==> config.mk <==
export PLATFORM = sky130hd
export DESIGN_NAME = irq_stat_mask_ctrl
export DESIGN_NICKNAME = d
export VERILOG_FILES = /design/src/rtl/irq_ctrl_pkg.sv /design/src/rtl/irq_addr_dec.sv /design/src/rtl/irq_stat_bank.sv /design/src/rtl/irq_mask_bank.sv /design/src/rtl/irq_out_stage.sv /design/src/rtl/irq_stat_mask_ctrl.sv
export SDC_FILE = /design/constraint.sdc
export NUM_CORES = 1
export LEC_CHECK = 0
export BUFFER_PORTS_ARGS = -buffer_cell sky130_fd_sc_hd__buf_2
export CORE_ASPECT_RATIO = 2
export CORE_MARGIN = 4
export CORE_UTILIZATION = 25
export CTS_BUF_LIST = sky130_fd_sc_hd__clkbuf_8
export DETAILED_ROUTE_END_ITERATION = 12
export PLACE_DENSITY = 0.48
export SLEW_MARGIN = 20
export SYNTH_ARGS = -nofsm -noshare
export SYNTH_HDL_FRONTEND = slang
export SYNTH_SLANG_ARGS = --single-unit
export TNS_END_PERCENT = 5
==> constraint.sdc <==
create_clock -name clk -period 2.2 [get_ports clk]
set_input_delay 0.44 -clock clk [delete_from_list [all_inputs] [get_ports clk]]
set_output_delay 0.44 -clock clk [all_outputs]
set_load 0.05 [all_outputs]
==> src/rtl/irq_ctrl_pkg.sv <==
package irq_ctrl_pkg;
  localparam int BUS_W = 32;
  localparam int HALF_W = BUS_W / 2;

  // Merge a write into an old value according to the access size.
  function automatic logic [BUS_W-1:0] lane_merge(input logic [BUS_W-1:0] old_v,
                                                  input logic [BUS_W-1:0] wd,
                                                  input logic wide);
    return wide ? wd : {old_v[BUS_W-1:HALF_W], wd[HALF_W-1:0]};
  endfunction

  // Present a register value on the bus according to the access size.
  function automatic logic [BUS_W-1:0] read_lane(input logic [BUS_W-1:0] v,
                                                 input logic wide);
    return wide ? v : {{HALF_W{1'b0}}, v[HALF_W-1:0]};
  endfunction

  // Acknowledge-by-AND with request priority.
  function automatic logic ack_bit(input logic old_b, input logic and_b, input logic req_b);
    return (old_b & and_b) | req_b;
  endfunction
endpackage

==> src/rtl/irq_addr_dec.sv <==
module irq_addr_dec #(
  parameter int ADDR_W = 12,
  parameter logic [ADDR_W-1:0] STAT_OFS = 'h070,
  parameter logic [ADDR_W-1:0] MASK_OFS = 'h074
) (
  input  logic [ADDR_W-1:0] addr,
  input  logic              we,
  output logic              hit_stat,
  output logic              hit_mask,
  output logic              wr_stat,
  output logic              wr_mask
);
  assign hit_stat = (addr == STAT_OFS);
  assign hit_mask = (addr == MASK_OFS);
  assign wr_stat  = we & hit_stat;
  assign wr_mask  = we & hit_mask;
endmodule

==> src/rtl/irq_stat_bank.sv <==
module irq_stat_bank
  import irq_ctrl_pkg::*;
#(
  parameter int NUM_SRC = 11
) (
  input  logic               clk,
  input  logic               rst_n,
  input  logic               wr,
  input  logic [NUM_SRC-1:0] and_val,
  input  logic [NUM_SRC-1:0] req,
  output logic [NUM_SRC-1:0] status_q,
  output logic [NUM_SRC-1:0] status_nxt
);
  for (genvar b = 0; b < NUM_SRC; b++) begin : g_bit
    assign status_nxt[b] = ack_bit(status_q[b], wr ? and_val[b] : 1'b1, req[b]);
  end

  always_ff @(posedge clk or negedge rst_n) begin
    if (!rst_n) status_q <= '0;
    else        status_q <= status_nxt;
  end
endmodule

==> src/rtl/irq_mask_bank.sv <==
module irq_mask_bank #(
  parameter int NUM_SRC = 11
) (
  input  logic               clk,
  input  logic               rst_n,
  input  logic               wr,
  input  logic [NUM_SRC-1:0] wval,
  output logic [NUM_SRC-1:0] mask_q,
  output logic [NUM_SRC-1:0] mask_nxt
);
  assign mask_nxt = wr ? wval : mask_q;

  always_ff @(posedge clk or negedge rst_n) begin
    if (!rst_n) mask_q <= '0;
    else        mask_q <= mask_nxt;
  end
endmodule

==> src/rtl/irq_out_stage.sv <==
module irq_out_stage #(
  parameter int NUM_SRC = 11
) (
  input  logic               clk,
  input  logic               rst_n,
  input  logic [NUM_SRC-1:0] status_nxt,
  input  logic [NUM_SRC-1:0] mask_nxt,
  output logic               irq_q
);
  always_ff @(posedge clk or negedge rst_n) begin
    if (!rst_n) irq_q <= 1'b0;
    else        irq_q <= |(status_nxt & mask_nxt);
  end
endmodule

==> src/rtl/irq_stat_mask_ctrl.sv <==
module irq_stat_mask_ctrl
  import irq_ctrl_pkg::*;
#(
  parameter int NUM_SRC = 11,
  parameter int ADDR_W = 12,
  parameter logic [ADDR_W-1:0] STAT_OFS = 'h070,
  parameter logic [ADDR_W-1:0] MASK_OFS = 'h074
) (
  input  logic               clk,
  input  logic               rst_n,
  input  logic [ADDR_W-1:0]  bus_addr,
  input  logic [31:0]        bus_wdata,
  input  logic               bus_wide,
  input  logic               bus_we,
  output logic [31:0]        bus_rdata,
  input  logic [NUM_SRC-1:0] src_req,
  output logic               cpu_irq
);
  logic hit_stat, hit_mask, wr_stat, wr_mask;
  logic [NUM_SRC-1:0] status_q, status_nxt, mask_q, mask_nxt;
  logic [NUM_SRC-1:0] stat_andv, mask_wval;

  irq_addr_dec #(.ADDR_W(ADDR_W), .STAT_OFS(STAT_OFS), .MASK_OFS(MASK_OFS)) u_dec (
    .addr(bus_addr), .we(bus_we),
    .hit_stat(hit_stat), .hit_mask(hit_mask),
    .wr_stat(wr_stat), .wr_mask(wr_mask)
  );

  // 16-bit status writes keep the upper half by ANDing it with ones.
  assign stat_andv = NUM_SRC'(lane_merge({BUS_W{1'b1}}, bus_wdata, bus_wide));
  assign mask_wval = NUM_SRC'(lane_merge(BUS_W'(mask_q), bus_wdata, bus_wide));

  irq_stat_bank #(.NUM_SRC(NUM_SRC)) u_stat (
    .clk(clk), .rst_n(rst_n), .wr(wr_stat), .and_val(stat_andv), .req(src_req),
    .status_q(status_q), .status_nxt(status_nxt)
  );

  irq_mask_bank #(.NUM_SRC(NUM_SRC)) u_mask (
    .clk(clk), .rst_n(rst_n), .wr(wr_mask), .wval(mask_wval),
    .mask_q(mask_q), .mask_nxt(mask_nxt)
  );

  irq_out_stage #(.NUM_SRC(NUM_SRC)) u_out (
    .clk(clk), .rst_n(rst_n), .status_nxt(status_nxt), .mask_nxt(mask_nxt),
    .irq_q(cpu_irq)
  );

  always_comb begin
    if (hit_stat)      bus_rdata = read_lane(BUS_W'(status_q), bus_wide);
    else if (hit_mask) bus_rdata = read_lane(BUS_W'(mask_q), bus_wide);
    else               bus_rdata = '0;
  end
endmodule

==> impl_metrics.ini, run 1 <==
[sta]
fin_crit_share_pct = 98.0
final_hold_viol_count = 0
fmax_ghz = 0.464
finClkSkew_ps = 1.64
timing.final.setup_violations = 0
min_period_ps = 2160
max-slew-margin-rel_pct = 62.9
report.final.slew_viol_count = 0
worstMarginPinSlew_ps = 556
grt_setup_unrepaired = true

[flow_run]
maxCapViolations = 0

[drt]
drt_pass1_iterations = 3
avgRoutedWirePerCell_um = 13.7
viasPerCell = 4.41
route.detailed.drc = 0
first_iter_violations = 17
ant_nets = 0
routed_wirelength_mm = 4.40
dr_total_vias = 1421

[final_layout]
num-fill-cells = 694
nets = 296
drive_gt1_share_pct = 39.4
layout.core_utilization_pct = 35.0
antenna-diode-count = 0
syn2layout_area_growth_pct = 36.4

[global_route]
globalRoute.totalOverflow = 0
use_met2_pct = 23.0
grt.met3_usage_pct = 1.39
antenna_found_initial = 0
grt_pass1_vias = 1482
grt_max_degree = 24
grt_pass1_wl_mm = 7.01
grt_util_met1_pct = 11.8
globalRoute.busiestLayer = met2
groute.usage.overall_pct = 11.6

[run_status]
status = complete, no violations

[floorplanning]
core_area_mm2 = 0.00626
ios = 92
std_cell_rows = 41
dieArea_mm2 = 0.00784
die_h_um = 121
die_w_um = 64.6
initial_core_util_pct = 25.6

[power]
peakVddDrop_mv = 0.221
clock_power_share_pct = 30.5
comb_power_share_pct = 22.5
power_switching_share_pct = 33.0
power.static_leakage_nw = 1.02
fin_total_pwr_w = 0.000903
seq_power_share_pct = 47.1
total_switching_power_w = 0.000298
cellInternalPower_w = 0.000605
power_per_cell_area_mw_per_mm2 = 413

[critical_path]
worstSetupEndpointType = output port
worst_ep_required_time_ps = 1760
timing.critical_path.fanout_max = 5
arrival_time_at_the_worst_endpoint_ps = 1720
timing_worst_setup_path_type = input pin to output port
worst_setup_path_start_kind = input pin

[yosys]
syn_area_per_cell_um2 = 9.27
yosys_warnings = 0
synth.cell_area_mm2 = 0.00160
synthCells = 173
synthesized_flop_and_latch_total = 23
netlist-cell-type-count = 36
synth_edf_count = 0
asyncSetResetFlopFracSynth_pct = 100
synth-main-ff-cell = dfrtp_1
register_area_share_after_synthesis_pct = 35.9

[clock_tree]
path_clk_slew_ps = 90
ctsRootBufferMaster = clkbuf_8
clock_path_buffers = 2
numCtsBuffers = 3
htree_levels = 1
cts_tree = done
cts.hold.buffers_added = 0
cts.sinks = 23
worst_skew_pair.late_latency_ps = 270

[min_path]
hold_path.class = input pin to asynchronous set/reset pin

[placement]
numPortBuffers = 48
gp_routability_congestion = 0.760
post-dp-hpwl_mm = 3.57
[cells in the mapped netlist (2+ instances only)]
cell	number	share of area [%]
nand2_1	7	1.6
o21ai_0	15	4.7
or4_1	2	0.94
buf_4	21	9.8
nand2b_1	11	4.3
mux2_1	11	7.7
clkbuf_1	2	0.47
a21oi_1	11	3.4
mux2i_1	11	6.9
nor3_4	2	2.0
nor2b_1	4	1.6
o21ai_1	11	3.4
a221oi_1	2	1.1
dfrtp_1	23	36
o21a_1	2	0.94
nor2_1	17	4.0
nor3_1	2	0.62
[repair_timing]
action,CTS,global route
pin swaps,3,9
setup endpoints to repair,12,11
resized for setup,23,7
cloned,0,0
setup buffers,0,2
[per-layer routing]
metal / vias to the layer above / share of wire, %
li1: 698 / -
met1: 668 / 36
met2: 51 / 56
met3: 4 / 6.2
met4: 0 / 1.8
met5: - / 0
[cells by family (layout without fill, tap and decap cells)]
logic type / after synthesis / count (layout) / synth area share, %
mux: 22 / 22 / 14.6
simple gates: 50 / 50 / 18.8
flops: 23 / 23 / 35.9
buf+inv: 28 / 71 / 12.7
other cells: 1 / 21 / 0.234
compound gates: 49 / 49 / 17.8
[sequential cells by signal, summed over array words and instances (netlist names)]
| register | count |
|---|---|
| u_mask.mask_q | 11 |
| u_stat.status_q | 11 |
| u_out.irq_q | 1 |
[cells in the final DEF (no fill, tap or decap), types with 2 or more instances in the layout]
cell type	n
nand2_1	6
nor3_1	2
buf_2	36
nor2_1	5
mux2i_1	11
a21oi_2	2
mux2_1	11
o21a_1	2
nor2_2	2
a21oi_1	9
nor2b_1	4
a221oi_1	2
dfrtp_1	23
buf_6	11
buf_4	17
or4_4	2
nand2b_1	11
nor3_4	2
o21ai_0	14
nor2_4	10
conb_1	21
o21ai_1	12
clkinv_2	2
clkbuf_8	3
[cell type report]
class	instances	area [µm²]	share of cell area [%]
Inverter	2	8.76	0.400
Clock buffer	3	41.3	1.89
Timing Repair Buffer	65	452	20.6
Sequential cell	23	576	26.3
Tap cell	86	108	4.92
Clock inverter	1	5.00	0.229
Multi-Input combinational cell	142	998	45.6
[per-stage QoR]
| step | hold WS [ps] | worst slack, ps | area [µm²] | TNS (ps) | std cells |
|---|---|---|---|---|---|
| floorplan | 144 | -90.7 | 1760 | -90.7 | 193 |
| global placement | 466 | -282 | 2030 | -3130 | 316 |
| detailed placement | 459 | -282 | 2030 | -3120 | 316 |
| CTS | 166 | 2.80 | 2150 | 0 | 320 |
| global route | 190 | -16.2 | 2190 | -27.7 | 322 |
| finish | 148 | 44.3 | 2190 | 0 | 322 |
[path summary, 6_finish.rpt]
check | from | to | slack [ps] | cells past startpoint
setup reg to reg | u_stat.status_q[8] | u_out.irq_q | 490 | 6
hold / removal | rst_n | u_out.irq_q | 150 | 1
setup / recovery | bus_addr[9] | bus_rdata[10] | 40 | 7
min in group clk | src_req[10] | u_stat.status_q[10] | 390 | 2
max in group asynchronous | rst_n | u_mask.mask_q[6] | 1680 | 1
hold reg to reg | u_mask.mask_q[8] | u_mask.mask_q[8] | 520 | 1
[power by group through the flow]
stage               Clock (W)  Sequential (W)  Combinational (W)
floorplan                   0        0.000437           0.000158
global placement            0        0.000433           0.000200
detailed placement          0        0.000434           0.000200
CTS                  0.000281        0.000425           0.000201
global route         0.000302        0.000425           0.000219
finish               0.000275        0.000425           0.000203
[critical path: stages]
cell and delay (ps):
buf_6 90, or4_4 560, nor2_2 120, nand2_2 70, buf_6 150, nor2_2 110
buf_6 160
Note: power is estimated with default switching activity, not from simulation.
==> inputs of run 2 (changes only) <==
Settings changed: CELL_PAD_IN_SITES_DETAIL_PLACEMENT set to 0, CELL_PAD_IN_SITES_GLOBAL_PLACEMENT set to 1, PLACE_DENSITY 0.48 to 0.66, SYNTH_HIERARCHICAL set to 1.
==> run 2 against run 1 <==
Core utilization up 2.5 points. Design area down 12%. Worst hold slack worse by 1.1 ps. The run now ends with negative setup slack left. Global-route usage down 0.88 points. Clock power down 11%.
==> impl_metrics.ini, run 2 <==
[critical_path]
timing_worst_setup_path_type = input pin to output port
ff2ff_setup_slack_ps = 780
crit_path_top_cell_by_count = buf_6
r2r_worst_path_depth = 5
cp_slowest_cell = or4_4
worstSetupEndpointType = output port
worst_setup_path_start_kind = input pin
arrival_time_at_the_worst_endpoint_ps = 1980
crit_path_cell_trace = buf_6 > or4_4 > nor3_4 > nor2b_4 > buf_6 > a22o_4 > buf_8
timing.critical_path.fanout_max = 5
worst_ep_required_time_ps = 1760
crit_path_max_incr_delay_ps = 550
regToRegStartpoint = u_mask/mask_q[7]
critical_path.reg2reg.endpoint = u_out/irq_q

[yosys]
register_area_share_after_synthesis_pct = 43.2
asyncSetResetFlopFracSynth_pct = 100
synth-main-ff-cell = dfrtp_1
synthesized_flop_and_latch_total = 23
synth_edf_count = 0
synth_area_leader_cell = dfrtp_1
synthDominantCellAreaShare_pct = 43.2
synthCells = 114
yosys_warnings = 6
netlist-cell-type-count = 24
synth_area_leaders = dfrtp_1 (43%), buf_4 (12%), mux2_4 (11%)
synth.cell_area_mm2 = 0.00133
top_cells_by_instance_count_after_synthesis = dfrtp_1 (23), buf_4 (21), a21o_1 (11), nand2b_1 (11)
syn_area_per_cell_um2 = 11.7
yosysMostFrequentCell = dfrtp_1

[power]
fin_total_pwr_w = 0.000815
clock_power_share_pct = 30.2
power.static_leakage_nw = 0.907
seq_power_share_pct = 52.1
power_switching_share_pct = 28.4
comb_power_share_pct = 17.7
cellInternalPower_w = 0.000583
total_switching_power_w = 0.000232
peakVddDrop_mv = 0.226
power_per_cell_area_mw_per_mm2 = 423

[sta]
worstMarginPinSlew_ps = 508
max-slew-margin-rel_pct = 66.1
setup_slack_ps = -222
finClkSkew_ps = 0.971
min_period_ps = 2420
fin_crit_share_pct = 110
report.final.slew_viol_count = 0
setup-tns-final_ps = -2310
final_hold_viol_count = 0
timing.final.setup_violations = 12
fmax_ghz = 0.413
grt_setup_unrepaired = true

[final_layout]
postLayoutCellArea_mm2 = 0.00193
nets = 234
drive_gt1_share_pct = 56.3
final_cell_mix = buf_2 (35), dfrtp_1 (23), conb_1 (21), nand2b_1 (11), a21o_1 (11)
antenna-diode-count = 0
largest_registers = u_mask/mask_q x11, u_stat/status_q x11, u_out/irq_q x1
area.sequential_um2 = 576
stdcell_count = 232
footprint_of_the_multi_input_gates_um2 = 761
layout.cells.most_common = buf_2
syn2layout_area_growth_pct = 44.4
num-fill-cells = 519

[drt]
dr_total_vias = 1024
routed_wirelength_mm = 3.37
first_iter_violations = 24
viasPerCell = 4.41
route.detailed.drc = 0
drt_pass1_iterations = 4
avgRoutedWirePerCell_um = 14.5
ant_nets = 0

[clock_tree]
cts_tree = done
numCtsBuffers = 3
clock_path_buffers = 2
ctsRootBufferMaster = clkbuf_8
worst_skew_pair.late_latency_ps = 250
cts.hold.buffers_added = 0
htree_levels = 1
cts.sinks = 23
path_clk_slew_ps = 80

[placement]
post-dp-hpwl_mm = 2.64
post-place-cells = 226
dpl_cell_area_mm2 = 0.00165
gp_routability_congestion = 0.684
numPortBuffers = 48

[global_route]
antenna_found_initial = 0
groute.usage.overall_pct = 10.7
grt_max_degree = 24
grt_pass1_vias = 1154
grt_pass1_wl_mm = 5.41
globalRoute.totalOverflow = 0

[floorplanning]
initial_core_util_pct = 26.0
std_cell_rows = 37
die_w_um = 59.7
dieArea_mm2 = 0.00664
core_area_mm2 = 0.00514
ios = 92
die_h_um = 111

[flow_run]
maxCapViolations = 0

[run_status]
status = finished, violations left
violated_checks = negative setup slack

[min_path]
hold_path.class = input pin to asynchronous set/reset pin
run 2: changes by cell type after synthesis, moves of 3 or more:
cell and delta:
a21o_1 +11, a21oi_1 -11, a22o_1 +10, mux2_1 -11
mux2_4 +10, mux2i_1 -11, nor2_1 -17, nor2b_1 -3
o21ai_0 -13, o21ai_1 -11
run 2: final cells by class:
cell class / count / area share [%]
multi-input cells: 85 / 39.5
flip-flops and latches: 23 / 29.9
repair buffers: 61 / 24.3
well taps: 58 / 3.77
clock buffers: 3 / 2.14
clock inverters: 1 / 0.195
inverters: 1 / 0.195
run 2: worst max-delay path by stage:
stage                 from      endpoint  slack, ps
5_1_grt        bus_addr[9]  bus_rdata[1]       -260
3_5_place_dp   bus_addr[1]   u_out/irq_q       -390
2_1_floorplan  bus_addr[1]   u_out/irq_q       -230
3_3_place_gp   bus_addr[1]   u_out/irq_q       -400
4_1_cts        bus_addr[3]  bus_rdata[2]       -220
6_report       bus_addr[9]  bus_rdata[1]       -220
run 2: what timing repair did:
action	in CTS	in global routing
resized for setup	40	14
setup buffers	1	0
pin swaps	3	6
gates cloned	1	0
setup endpoints to repair	12	12
run 2: kinds of logic after synthesis:
logic type / after synthesis / synth area share, %
flops: 23 / 43.2
buf+inv: 26 / 14.7
compound gates: 27 / 16.5
simple gates: 26 / 13.2
mux: 11 / 12.1
other cells: 1 / 0.281
run 2: worst max-delay path: cells and delay by family:
kind            cells  cell delay [ps]
buf+inv             3              390
compound gates      1              230
simple gates        3              920
run 2: power groups by stage:
stage                     Combinational (W)  Sequential [W]  Clock [W]
final                              0.000145        0.000425   0.000246
after global routing               0.000154        0.000425   0.000274
after CTS                          0.000144        0.000425   0.000257
after detailed placement           0.000141        0.000433          0
after global placement             0.000140        0.000433          0
after floorplan                    0.000120        0.000436          0
run 2: metal layers:
layer,global-route usage (%),up-vias,wire length (µm)
met5,0,-,0
met4,3.70,0,20
met3,1.52,2,195
li1,-,492,-
met2,19.4,32,2010
met1,12.0,498,1140
run 2: metrics by stage:
stage          util (%)  setup slack (ps)  hold slack [ps]
6_report           37.5              -222              146
5_1_grt            37.5              -256              182
4_1_cts            36.0              -217              159
3_5_place_dp       32.1              -389              440
3_3_place_gp       32.1              -404              436
2_1_floorplan         -              -233              144
==> inputs of run 3 (changes only) <==
Settings changed: BUFFER_PORTS_ARGS -buffer_cell sky130_fd_sc_hd__buf_2 to not set, CORE_UTILIZATION 25 to 37, DONT_BUFFER_PORTS set to 1, PLACE_DENSITY 0.66 to 0.63.
==> run 3 against run 2 <==
The flow still finishes with violations (negative setup slack). Global-route usage up 3.3 points. Sequential power about the same. Design area down 13%. Die area down 29%. Register-to-register slack worse by 20 ps. Critical path type unchanged.
==> impl_metrics.ini, run 3 (synthesized netlist as in run 2, its figures left out) <==
[final_layout]
largest_registers = u_mask/mask_q x11, u_stat/status_q x11, u_out/irq_q x1
antenna-diode-count = 0
stdcell_count = 180
syn2layout_area_growth_pct = 25.1
layout.cells.most_common = dfrtp_1
layout.core_utilization_pct = 48.9
drive_gt1_share_pct = 40.2
nets = 192
final_cell_mix = dfrtp_1 (23), conb_1 (21), nand2b_1 (11), a21o_1 (11), mux2_4 (10)

[power]
comb_power_share_pct = 13.4
cellInternalPower_w = 0.000560
seq_power_share_pct = 54.8
total_switching_power_w = 0.000221
power.static_leakage_nw = 0.720
power_per_cell_area_mw_per_mm2 = 468
power_switching_share_pct = 28.4
peakVddDrop_mv = 0.437
clock_power_share_pct = 31.7

[drt]
route.detailed.drc = 0
dr_total_vias = 890
routed_wirelength_mm = 3.22
viasPerCell = 4.94
ant_nets = 0
drt_pass1_iterations = 4
first_iter_violations = 10
avgRoutedWirePerCell_um = 17.9

[placement]
post-dp-hpwl_mm = 2.50
numPortBuffers = 0
post-place-cells = 173
gp_routability_congestion = 0.675

[floorplanning]
std_cell_rows = 30
initial_core_util_pct = 39.0
die_h_um = 92.9
core_area_mm2 = 0.00342
die_w_um = 50.5
dieArea_mm2 = 0.00469
ios = 92

[global_route]
globalRoute.totalOverflow = 0
groute.usage.overall_pct = 14.0
grt_max_degree = 24
grt_pass1_wl_mm = 4.98
grt_pass1_vias = 1043
antenna_found_initial = 0

[sta]
hold_slack_ps = 149
worstMarginPinSlew_ps = 516
setup_slack_ps = -133
finClkSkew_ps = 2.01
timing.final.setup_violations = 12
final_hold_viol_count = 0
max-slew-margin-rel_pct = 65.6
fin_crit_share_pct = 106
report.final.slew_viol_count = 0
min_period_ps = 2330
setup-tns-final_ps = -1100
fmax_ghz = 0.429
grt_setup_unrepaired = true

[clock_tree]
path_clk_slew_ps = 80
ctsRootBufferMaster = clkbuf_8
worst_skew_pair.late_latency_ps = 260
htree_levels = 1
numCtsBuffers = 3
cts_tree = done
clock_path_buffers = 2
cts.sinks = 23

[critical_path]
timing_worst_setup_path_type = input pin to output port
worstSetupEndpointType = output port
worst_setup_path_start_kind = input pin
timing.critical_path.fanout_max = 5
arrival_time_at_the_worst_endpoint_ps = 1890
worst_ep_required_time_ps = 1760

[min_path]
hold_path.class = input pin to asynchronous set/reset pin

[run_status]
violated_checks = negative setup slack
status = finished, violations left

[flow_run]
maxCapViolations = 0
## run 3: changes by cell type in the layout (fill, tap and decap cells not counted), moves of 2 or more
cell / before / now
a22o_2: 2 / 0
a22o_4: 7 / 9
buf_12: 0 / 6
buf_2: 35 / 1
buf_6: 10 / 4
buf_8: 8 / 0
nand2_1: 3 / 5
nand2_2: 2 / 0
## run 3: timing repair
item	in CTS	in global routing
hold endpoints to repair	23	0
buffers inserted	0	1
gates resized for setup	15	2
hold buffers	1	0
pin swaps	2	0
endpoints found under the setup margin	12	12
cloned	1	0
## run 3: path summary, 6_finish.rpt
kind	start	endpoint	slack [ps]	depth (start not counted)
worst min register to register	u_stat/status_q[9]	u_stat/status_q[9]	520	1
max in group asynchronous	rst_n	u_stat/status_q[9]	1710	1
worst min-delay path	rst_n	u_mask/mask_q[1]	150	1
worst max-delay path	bus_addr[2]	bus_rdata[6]	-130	7
worst max register to register	u_mask/mask_q[7]	u_out/irq_q	760	5
min in group clk	src_req[10]	u_stat/status_q[10]	290	1
## run 3: power groups by stage
stage	sequential, W	combinational [W]	clock, W
after floorplan	0.000436	0.000120	0
after global placement	0.000437	0.0000931	0
final	0.000428	0.000105	0.000248
after detailed placement	0.000437	0.0000935	0
after CTS	0.000428	0.000104	0.000260
after global routing	0.000428	0.000110	0.000275
## run 3: final cells by class
cell class | count | area (µm²)
fillers | 346 | 1750
flip-flops and latches | 23 | 576
well taps | 48 | 60.1
inverters | 1 | 3.75
clock inverters | 1 | 3.75
multi-input cells | 85 | 754
clock buffers | 3 | 41.3
repair buffers | 19 | 230
## run 3: metrics by stage
stage	area [µm²]	power [W]	setup WS, ps
global route	1670	0.000814	-181
global placement	1510	0.000530	-303
finish	1670	0.000781	-133
floorplan	1440	0.000556	-233
CTS	1660	0.000793	-151
detailed placement	1510	0.000530	-302
## run 3: critical path, cell delays in order
cell and delay, ps:
or4_4 530, buf_6 140, nor3_4 190, nor2b_2 80
buf_6 140, a22o_4 230, buf_12 140
## run 3: metal layers
metal | wire [µm] | global-route usage, %
met1 | 1080 | 14.1
met2 | 1930 | 27.5
met3 | 186 | 2.25
met4 | 20 | 4.72
met5 | 0 | 0
